[config.mk]
export PLATFORM = sky130hd
export DESIGN_NAME = spi_dbuf_slave
export DESIGN_NICKNAME = d
export VERILOG_FILES = /design/src/rtl/spi_dbuf_pkg.sv /design/src/rtl/spi_dbuf_sync.sv /design/src/rtl/spi_dbuf_bitcnt.sv /design/src/rtl/spi_dbuf_tx.sv /design/src/rtl/spi_dbuf_rx.sv /design/src/rtl/spi_dbuf_slave.sv
export SDC_FILE = /design/constraint.sdc
export NUM_CORES = 1
export LEC_CHECK = 0
export ABC_AREA = 1
export BUFFER_PORTS_ARGS = -buffer_cell sky130_fd_sc_hd__buf_4
export CAP_MARGIN = 40
export CELL_PAD_IN_SITES_DETAIL_PLACEMENT = 2
export CELL_PAD_IN_SITES_GLOBAL_PLACEMENT = 2
export CORE_MARGIN = 2
export CORE_UTILIZATION = 36
export CTS_BUF_LIST = sky130_fd_sc_hd__clkbuf_2 sky130_fd_sc_hd__clkbuf_4 sky130_fd_sc_hd__clkbuf_8
export CTS_CLUSTER_DIAMETER = 60
export DETAILED_ROUTE_END_ITERATION = 8
export PLACE_DENSITY = 0.81
export REMOVE_ABC_BUFFERS = 1
export SETUP_SLACK_MARGIN = 0.02
export SLEW_MARGIN = 20
export SYNTH_ARGS = -nofsm -noshare
export SYNTH_HDL_FRONTEND = slang
export SYNTH_HIERARCHICAL = 1
export SYNTH_SLANG_ARGS = --single-unit
export TNS_END_PERCENT = 1
[constraint.sdc]
create_clock -name clk -period 1.6 [get_ports clk]
set_input_delay 0.32 -clock clk [delete_from_list [all_inputs] [get_ports clk]]
set_output_delay 0.32 -clock clk [all_outputs]
set_load 0.005 [all_outputs]
[src/rtl/spi_dbuf_pkg.sv]
package spi_dbuf_pkg;
  // Serial events seen in the system clock domain
  typedef struct packed {
    logic sck_rise;
    logic sck_fall;
    logic cs_act;
    logic mosi;
  } spi_evt_t;
endpackage

[src/rtl/spi_dbuf_sync.sv]
module spi_dbuf_sync #(
  parameter int unsigned STAGES = 2
) (
  input  logic                  clk,
  input  logic                  rst_n,
  input  logic                  sck_i,
  input  logic                  mosi_i,
  input  logic                  cs_n_i,
  output spi_dbuf_pkg::spi_evt_t evt_o
);
  localparam int unsigned NSIG = 3;
  localparam logic [NSIG-1:0] IDLE = 3'b100; // cs_n high, mosi low, sck low

  logic [STAGES-1:0][NSIG-1:0] stg_q;
  logic [NSIG-1:0]             raw;
  logic [NSIG-1:0]             sync;
  logic                        sck_prev_q;

  assign raw  = {cs_n_i, mosi_i, sck_i};
  assign sync = stg_q[STAGES-1];

  always_ff @(posedge clk or negedge rst_n) begin
    if (!rst_n) begin
      stg_q      <= {STAGES{IDLE}};
      sck_prev_q <= 1'b0;
    end else begin
      stg_q[0] <= raw;
      for (int i = 1; i < STAGES; i++) stg_q[i] <= stg_q[i-1];
      sck_prev_q <= sync[0];
    end
  end

  always_comb begin
    evt_o.sck_rise = sync[0] & ~sck_prev_q;
    evt_o.sck_fall = ~sync[0] & sck_prev_q;
    evt_o.cs_act   = ~sync[2];
    evt_o.mosi     = sync[1];
  end
endmodule

[src/rtl/spi_dbuf_bitcnt.sv]
module spi_dbuf_bitcnt #(
  parameter int unsigned W = 8
) (
  input  logic                   clk,
  input  logic                   rst_n,
  input  spi_dbuf_pkg::spi_evt_t evt_i,
  output logic                   sample_o,  // rising SCK inside frame
  output logic                   shift_o,   // falling SCK, not at byte start
  output logic                   done_o,    // last bit of byte sampled
  output logic                   load_ok_o  // next cycle is at a byte boundary
);
  localparam int unsigned   CW   = $clog2(W);
  localparam logic [CW-1:0] LAST = CW'(W - 1);

  logic [CW-1:0] cnt_q, cnt_d;

  assign sample_o = evt_i.cs_act & evt_i.sck_rise;
  assign shift_o  = evt_i.cs_act & evt_i.sck_fall & (cnt_q != '0);
  assign done_o   = sample_o & (cnt_q == LAST);

  always_comb begin
    cnt_d = cnt_q;
    if (!evt_i.cs_act)  cnt_d = '0;
    else if (done_o)    cnt_d = '0;
    else if (sample_o)  cnt_d = cnt_q + 1'b1;
  end

  assign load_ok_o = (cnt_d == '0);

  always_ff @(posedge clk or negedge rst_n) begin
    if (!rst_n) cnt_q <= '0;
    else        cnt_q <= cnt_d;
  end
endmodule

[src/rtl/spi_dbuf_tx.sv]
module spi_dbuf_tx #(
  parameter int unsigned W = 8
) (
  input  logic         clk,
  input  logic         rst_n,
  input  logic         wr_i,
  input  logic [W-1:0] wdata_i,
  input  logic         shift_i,
  input  logic         done_i,
  input  logic         load_ok_i,
  output logic         miso_o,
  output logic         hold_empty_o,
  output logic         all_empty_o
);
  logic [W-1:0] hold_q, hold_d, sh_q, sh_d;
  logic         hv_q, hv_d, ld_q, ld_d;
  logic         upd;

  assign upd = wr_i | shift_i | done_i;

  always_comb begin
    hold_d = hold_q;
    hv_d   = hv_q;
    sh_d   = sh_q;
    ld_d   = ld_q;
    if (shift_i) sh_d = {sh_q[W-2:0], 1'b1};
    if (done_i) begin
      if (hv_q) begin
        sh_d = hold_q;
        ld_d = 1'b1;
        hv_d = 1'b0;
      end else begin
        sh_d = '1;
        ld_d = 1'b0;
      end
    end
    if (wr_i && !hv_q) begin
      if (!ld_d && load_ok_i) begin
        sh_d = wdata_i;
        ld_d = 1'b1;
      end else begin
        hold_d = wdata_i;
        hv_d   = 1'b1;
      end
    end
  end

  always_ff @(posedge clk or negedge rst_n) begin
    if (!rst_n) begin
      hold_q <= '0;
      hv_q   <= 1'b0;
      sh_q   <= '1;
      ld_q   <= 1'b0;
    end else if (upd) begin
      hold_q <= hold_d;
      hv_q   <= hv_d;
      sh_q   <= sh_d;
      ld_q   <= ld_d;
    end
  end

  assign miso_o       = sh_q[W-1];
  assign hold_empty_o = ~hv_q;
  assign all_empty_o  = ~hv_q & ~ld_q;
endmodule

[src/rtl/spi_dbuf_rx.sv]
module spi_dbuf_rx #(
  parameter int unsigned W = 8
) (
  input  logic         clk,
  input  logic         rst_n,
  input  logic         sample_i,
  input  logic         done_i,
  input  logic         mosi_i,
  input  logic         rd_i,
  output logic [W-1:0] data_o,
  output logic         ready_o,
  output logic         overrun_o
);
  logic [W-1:0] sh_q, sh_d, dat_q, dat_d;
  logic         rdy_q, rdy_d, ovr_q, ovr_d;

  always_comb begin
    sh_d  = sh_q;
    dat_d = dat_q;
    rdy_d = rdy_q;
    ovr_d = ovr_q;
    if (sample_i) sh_d = {sh_q[W-2:0], mosi_i};
    if (rd_i) begin
      rdy_d = 1'b0;
      ovr_d = 1'b0;
    end
    if (done_i) begin
      dat_d = {sh_q[W-2:0], mosi_i};
      rdy_d = 1'b1;
      if (rdy_q && !rd_i) ovr_d = 1'b1;
    end
  end

  always_ff @(posedge clk or negedge rst_n) begin
    if (!rst_n) begin
      sh_q  <= '0;
      dat_q <= '0;
      rdy_q <= 1'b0;
      ovr_q <= 1'b0;
    end else if (sample_i | rd_i) begin
      sh_q  <= sh_d;
      dat_q <= dat_d;
      rdy_q <= rdy_d;
      ovr_q <= ovr_d;
    end
  end

  assign data_o    = dat_q;
  assign ready_o   = rdy_q;
  assign overrun_o = ovr_q;
endmodule

[src/rtl/spi_dbuf_slave.sv]
module spi_dbuf_slave #(
  parameter int unsigned W           = 8,
  parameter int unsigned SYNC_STAGES = 2
) (
  input  logic         clk,
  input  logic         rst_n,
  input  logic         host_wr,
  input  logic [W-1:0] host_wdata,
  input  logic         host_rd,
  output logic [W-1:0] host_rdata,
  input  logic         spi_sck,
  input  logic         spi_mosi,
  input  logic         spi_cs_n,
  output logic         spi_miso,
  output logic         tx_hold_empty,
  output logic         tx_all_empty,
  output logic         rx_ready,
  output logic         rx_overrun,
  output logic         data_pending
);
  import spi_dbuf_pkg::*;

  logic [1:0] rst_sync_q;
  logic       rst_n_s;
  spi_evt_t   evt;
  logic       sample, shift, done, load_ok;

  // asynchronous assert, synchronous release
  always_ff @(posedge clk or negedge rst_n) begin
    if (!rst_n) rst_sync_q <= '0;
    else        rst_sync_q <= {rst_sync_q[0], 1'b1};
  end
  assign rst_n_s = rst_sync_q[1];

  spi_dbuf_sync #(.STAGES(SYNC_STAGES)) i_sync (
    .clk(clk), .rst_n(rst_n_s), .sck_i(spi_sck), .mosi_i(spi_mosi),
    .cs_n_i(spi_cs_n), .evt_o(evt)
  );

  spi_dbuf_bitcnt #(.W(W)) i_cnt (
    .clk(clk), .rst_n(rst_n_s), .evt_i(evt), .sample_o(sample),
    .shift_o(shift), .done_o(done), .load_ok_o(load_ok)
  );

  spi_dbuf_tx #(.W(W)) i_tx (
    .clk(clk), .rst_n(rst_n_s), .wr_i(host_wr), .wdata_i(host_wdata),
    .shift_i(shift), .done_i(done), .load_ok_i(load_ok),
    .miso_o(spi_miso), .hold_empty_o(tx_hold_empty), .all_empty_o(tx_all_empty)
  );

  spi_dbuf_rx #(.W(W)) i_rx (
    .clk(clk), .rst_n(rst_n_s), .sample_i(sample), .done_i(done),
    .mosi_i(evt.mosi), .rd_i(host_rd), .data_o(host_rdata),
    .ready_o(rx_ready), .overrun_o(rx_overrun)
  );

  assign data_pending = ~tx_all_empty;
endmodule

Word-level counts from Yosys, hierarchy flattened
Index checks and enable logic that the tools add are counted.

Bits in registers: 47. Input bits: 15. Output and inout bits: 14. Word-level logic and storage cells: 65.

$add $sub $neg: 1. Equal/unequal tests: 1. Multiplexer cells: 20. Bitwise logic cells: 17. Reductions and logical operators: 13.

Operators by type and width (number): 8-bit 2-to-1 mux (5); 1-bit 2-to-1 mux (12); 3-bit 2-to-1 mux (3); 1-bit AND (7); 1-bit NOT (7); 2-bit AND reduction (3); 3-bit by 1-bit adder with 3-bit output (second input constant) (1); 3-bit equality test (second input constant) (1); 1-bit logical AND (3); 1-bit zero test (3); 3-bit zero test (1); 1-bit bitwise OR (3); 3-bit AND reduction (1); 3-bit nonzero test (1); 2-bit nonzero test (1).

Logic depth before layout (Yosys ltp)
Depth after elaboration: 10. Gate-level depth with buffers: 14. Depth with buffers taken out: 14.

Modules after synthesis
Netlist, hierarchy kept.

Modules (own cells, without submodules): spi_dbuf_tx (times used 1, cells an instance 125, area each 968.4 um^2, sequential area each 460.4 um^2); spi_dbuf_rx (times used 1, cells an instance 70, area each 668.1 um^2, sequential area each 425.4 um^2); spi_dbuf_bitcnt (times used 1, cells an instance 32, area each 226.5 um^2, sequential area each 75.1 um^2); spi_dbuf_sync (times used 1, cells an instance 13, area each 203.9 um^2, sequential area each 177.7 um^2); spi_dbuf_slave (times used 1, cells an instance 4, area each 57.6 um^2, sequential area each 50.0 um^2).

Worst setup path before layout
No wires, ideal clock.

Kind: register to register. Start: reg i_cnt.cnt_q[0]. End: reg i_tx.sh_q[1]. Library setup time: 0.058 ns. Arrival time: 1.709 ns. Data required time: 1.542 ns. Setup slack: -0.167 ns. Stages on the path, launching flop included: 12. Path buffers: 0. Clock period less this slack: 1.767 ns. Cell sequence: dfrtp_1 ha_1 ha_1 o21ai_1 nor2_2 nor2_1 nand3_1 bufinv_8 nand2_4 nand2_1 nand2_1 inv_1.

Cells in the longest elaborated chain, start to end: 8. Elaborated cells between the ends (all ways): 18. Classes of those cells: add/sub (1); eq/ne (1); mux (8); bitwise (4); reduce/logical (4).

Ends and longest elaborated chain: start: declaration (RTL line spi_dbuf_bitcnt.sv:15) `logic [CW-1:0] cnt_q, cnt_d;`; start signal: assignment (RTL line spi_dbuf_bitcnt.sv:32) `else cnt_q <= cnt_d;`; 3-bit by 1-bit adder with 3-bit output or 3-bit equality test (tied branches) (RTL line spi_dbuf_bitcnt.sv:25, spi_dbuf_bitcnt.sv:19); 3-bit 2-to-1 mux or 1-bit AND (tied branches) (RTL line spi_dbuf_bitcnt.sv:25, spi_dbuf_bitcnt.sv:19); 3-bit 2-to-1 mux (*) (RTL line spi_dbuf_bitcnt.sv:24) `else if (done_o) cnt_d = '0;`; 3-bit 2-to-1 mux (*) (RTL line spi_dbuf_bitcnt.sv:23) `if (!evt_i.cs_act) cnt_d = '0;`; net i_cnt.cnt_d[2] (RTL line spi_dbuf_bitcnt.sv:15); 3-bit zero test (*) (RTL line spi_dbuf_bitcnt.sv:28) `assign load_ok_o = (cnt_d == '0);`; net load_ok (RTL line spi_dbuf_slave.sv:26) `logic sample, shift, done, load_ok;`; 1-bit logical AND (*) (RTL line spi_dbuf_tx.sv:38) `if (!ld_d && load_ok_i) begin`; 8-bit 2-to-1 mux (*) (RTL line spi_dbuf_tx.sv:38); 8-bit 2-to-1 mux (*) (RTL line spi_dbuf_tx.sv:37) `if (wr_i && !hv_q) begin`; end signal: assignment (RTL line spi_dbuf_tx.sv:52) `sh_q <= '1;`; end signal: assignment (RTL line spi_dbuf_tx.sv:57) `sh_q <= sh_d;`; end: declaration (RTL line spi_dbuf_tx.sv:15) `logic [W-1:0] hold_q, hold_d, sh_q, sh_d;`.

Mark *: on every way through the listed nets, which the timed path passes. The rest lies on a longest branch. A chain may end at the register's enable or synchronous reset.

Worst setup path after layout
Start: reg i_cnt.cnt_q[1]. End: reg i_tx.hold_q[1].

Cells in the longest elaborated chain, start to end: 8. Elaborated cells between the ends (all ways): 16. Classes of those cells: add/sub (1); eq/ne (1); mux (4); bitwise (5); reduce/logical (5).

Ends and longest elaborated chain: 3-bit by 1-bit adder with 3-bit output or 3-bit equality test (tied branches) (RTL line spi_dbuf_bitcnt.sv:25, spi_dbuf_bitcnt.sv:19); 3-bit 2-to-1 mux or 1-bit AND (tied branches) (RTL line spi_dbuf_bitcnt.sv:25, spi_dbuf_bitcnt.sv:19); 3-bit 2-to-1 mux (*) (RTL line spi_dbuf_bitcnt.sv:24); 3-bit 2-to-1 mux (*) (RTL line spi_dbuf_bitcnt.sv:23); net i_cnt.cnt_d[2] (RTL line spi_dbuf_bitcnt.sv:15); 3-bit zero test (*) (RTL line spi_dbuf_bitcnt.sv:28); net load_ok (RTL line spi_dbuf_slave.sv:26); 1-bit logical AND (*) (RTL line spi_dbuf_tx.sv:38); 1-bit NOT (no source line) (*); 3-bit AND reduction (no source line) (*); end signal: assignment (RTL line spi_dbuf_tx.sv:55) `hold_q <= hold_d;`; end: declaration (RTL line spi_dbuf_tx.sv:15).

Marked as above.

==> impl_metrics.csv <==
group,metric,value,unit
outcome,status,"finished, violations left",
outcome,violations,"negative setup slack",
grt,grtUsageTotal,22.41,%
detailed_routing,postRouteAntennaNets,0,
timing,fin_tns_setup,-9.304,ns
run,max_cap_violations,0,
clocking,root_buffer,"clkbuf_8",
detailed_routing,dr.max_layer_used,"met4",
cells_and_area,final_common_cell,"nand2_1",
floorplanning,die_w,80.82,um
detailed_routing,drt_iter0_drc,96,
cells_and_area,design_area,0.002942,mm2
clocking,path_clk_slew,0.09,ns
timing,setup_ws,-0.3377,ns
detailed_routing,vias,1944,
clocking,clk_latency,0.30,ns
clocking,cts.sinks,47,
critical_path,cp-start-kind,"flop",
timing,hold_viol,0,
synthesis,synth_xor_area_share,0,%
cells_and_area,layout-drive-gt1-share,39.14,%
cells_and_area,layout_common_cells,"nand2_1 (73), buf_4 (46), dfrtp_1 (36), nand3_1 (24), inv_1 (20)",
synthesis,postSynthAreaPerCell,8.707,um2
timing,setup_viol,35,
clocking,clk_path_buf_depth,2,
cells_and_area,synthToLayoutAreaGrowth,38.46,%
clocking,h-tree-depth,2,
detailed_routing,post_drt_wl_per_cell,22.72,um
grt,antenna_found_initial,0,
placed_design,dpl-instance-area,0.002546,mm2
synthesis,yosys_register_bits,47,
cells_and_area,diodes,0,
timing,slew_violations,0,
clocking,cts_tree,"built",
critical_path,crit_type,"flop to flop",
grt,first_global_vias,2038,
floorplanning,dieArea,0.006532,mm2
synthesis,synth_top_family_by_area,"simple AND/OR/NAND/NOR gates",
cells_and_area,n_fill_cell,598,
placed_design,place.gp.congestion,0.7254,
clocking,cts_buffers,5,
power_and_ir_drop,powerDensity,934.8,mW/mm2
power_and_ir_drop,ir_drop,0.6321,mV
detailed_routing,drtPass1Iterations,4,
timing,rsz0062_at_grt,"yes",
critical_path,arrival,2.11,ns
synthesis,synth_compound_area_share,5.418,%
floorplanning,core,0.005608,mm2
timing,slew-limit-headroom,65.06,%
critical_path,critPathCaptureType,"flop",
synthesis,seq_area_frac_synth,55.95,%
placed_design,dp_hpwl,4247,um
floorplanning,io_pins,29,
placed_design,port_buffers,28,
synthesis,muxShareOfSynthArea,0,%
critical_path,required,1.77,ns
synthesis,synthCells,244,
floorplanning,rows,27,
synthesis,ys.warnings.count,6,
grt,grt_max_degree,28,
floorplanning,die_y,80.82,um
timing,period_share,121.1,%
detailed_routing,routed_wl,8541,um
detailed_routing,dr_wl_met2,4562,um
timing,fmax,516.1,MHz
grt,grt_overflow_total,0,
min_path,min_path_type,"primary input to flop",
synthesis,yosys.area_share.simple,28.68,%
cells_and_area,fin_nets,321,
synthesis,yosysUniqueCellTypes,26,
grt,grt_pass1_wl,10930,um
detailed_routing,route.detailed.drc,0,
timing,skew,0.01121,ns
placed_design,pre_cts_slack,-0.3673,ns
power_and_ir_drop,p_leak,1.550,nW
synthesis,synth_area,0.002125,mm2
detailed_routing,wirelength_met1,3593,um
detailed_routing,met3WireLength,193,um
critical_path,critPathMaxFanout,6,
critical_path,r2r_setup_slack,-0.34,ns
synthesis,synth_adder_area_share,1.767,%
detailed_routing,viasPerCell,5.170,
timing,min_period,1.938,ns
timing,tightestPinTransition,0.5241,ns
floorplanning,start_util,37.88,%
## worst max-delay path: stages, from the launching register on
cell and delay (ns):
dfrtp_1 0.43, ha_2 0.21, ha_4 0.18, a21boi_4 0.22, inv_2 0.07, nor2_4 0.14
nor2_4 0.07, buf_6 0.14, nand2_8 0.11, nand2_8 0.08, nand2_2 0.07, nand2_1 0.08
## flip-flops by register name (all words and copies together), names as in the netlist
name	cells
i_tx/hv_q	1
i_rx/overrun_o	1
i_cnt/cnt_q	3
i_tx/ld_q	1
i_rx/sh_q	7
i_tx/sh_q	8
rst_sync_q	2
i_sync/sync	3
i_tx/hold_q	8
i_sync/stg_q	3
i_sync/sck_prev_q	1
i_rx/data_o	8
i_rx/ready_o	1
## cell type report
type / instances / area (um2) / share of cell area, %
Inverter: 31 / 137.6 / 4.679
Clock buffer: 7 / 90.09 / 3.063
Multi-Input combinational cell: 163 / 963.4 / 32.75
Clock inverter: 1 / 3.754 / 0.1276
Timing Repair inverter: 1 / 6.256 / 0.2127
Sequential cell: 47 / 1190 / 40.45
Timing Repair Buffer: 54 / 460.4 / 15.65
Tap cell: 72 / 90.09 / 3.063
## stage by stage
step	power (mW)	utilization, %	hold WS [ns]	cells
2_1_floorplan	1.675	-	0.02441	239
3_3_place_gp	1.813	45.40	0.1044	357
3_5_place_dp	1.847	45.40	0.1047	357
4_1_cts	2.660	50.31	0.1129	371
5_1_grt	2.876	52.45	0.1039	376
6_report	2.750	52.45	0.1166	376
## final timing paths
path / startpoint / endpoint / cells after the start
worst max-delay path: i_cnt/cnt_q[1] / i_tx/hold_q[1] / 11
worst min-delay path: spi_cs_n / i_sync/stg_q[2] / 1
worst max register to register: i_cnt/cnt_q[1] / i_tx/hold_q[1] / 11
worst min register to register: rst_sync_q[1] / i_rx/data_o[0] / 0
max in group asynchronous: rst_sync_q[1] / i_tx/sh_q[4] / 1
min in group asynchronous: rst_sync_q[1] / i_rx/data_o[0] / 0
## synthesized netlist by cell type
library cell	number	area, um2
dfrtp_1	37	925.9
a21oi_1	1	5.000
nand3b_1	7	52.55
conb_1	1	3.750
buf_2	2	10.01
ha_1	3	37.54
inv_2	4	15.01
o21ai_1	4	20.02
nand3_1	28	140.1
or2_2	1	6.260
a21boi_2	1	11.26
o21ai_4	1	16.27
nand2_4	2	22.52
buf_6	2	22.52
dfstp_2	10	262.8
buf_4	1	7.510
nand4_1	1	6.260
inv_1	25	93.84
nor2_1	6	22.52
bufinv_8	1	17.52
clkinv_1	1	3.750
nand2_1	89	334.1
nor2_2	1	6.260
o21ai_0	11	55.05
nand2_2	3	18.77
o21bai_1	1	7.510
## layer usage
| metal | up-vias | global-route usage [%] |
|---|---|---|
| li1 | 879 | - |
| met4 | 0 | 5.254 |
| met5 | - | 0 |
| met1 | 1011 | 29.05 |
| met3 | 18 | 3.000 |
| met2 | 36 | 39.75 |
## power breakdown
group / switching [mW] / internal (mW) / total, mW
sequential: 0.101 / 1.37 / 1.47
clock: 0.412 / 0.364 / 0.776
combinational: 0.316 / 0.191 / 0.507
total: 0.828 / 1.92 / 2.75
## kinds of logic after synthesis
logic type,count (synthesis)
AND/OR/NAND/NOR,138
adder cells (fa/ha/maj),3
buffers and inverters,36
flip-flops,47
other,1
AO/OA/AOI/OAI,19
## timing repair
| action | 4_1_cts | 5_1_grt |
|---|---|---|
| endpoints found under the setup margin | 27 | 31 |
| gates cloned | 2 | 1 |
| resized for setup | 34 | 23 |
| pin swaps | 22 | 19 |
| hold buffers | 1 | 0 |
| endpoints found under the hold margin | 2 | 0 |
| setup buffers | 3 | 4 |
No activity file was read; power rests on OpenSTA's default activity.
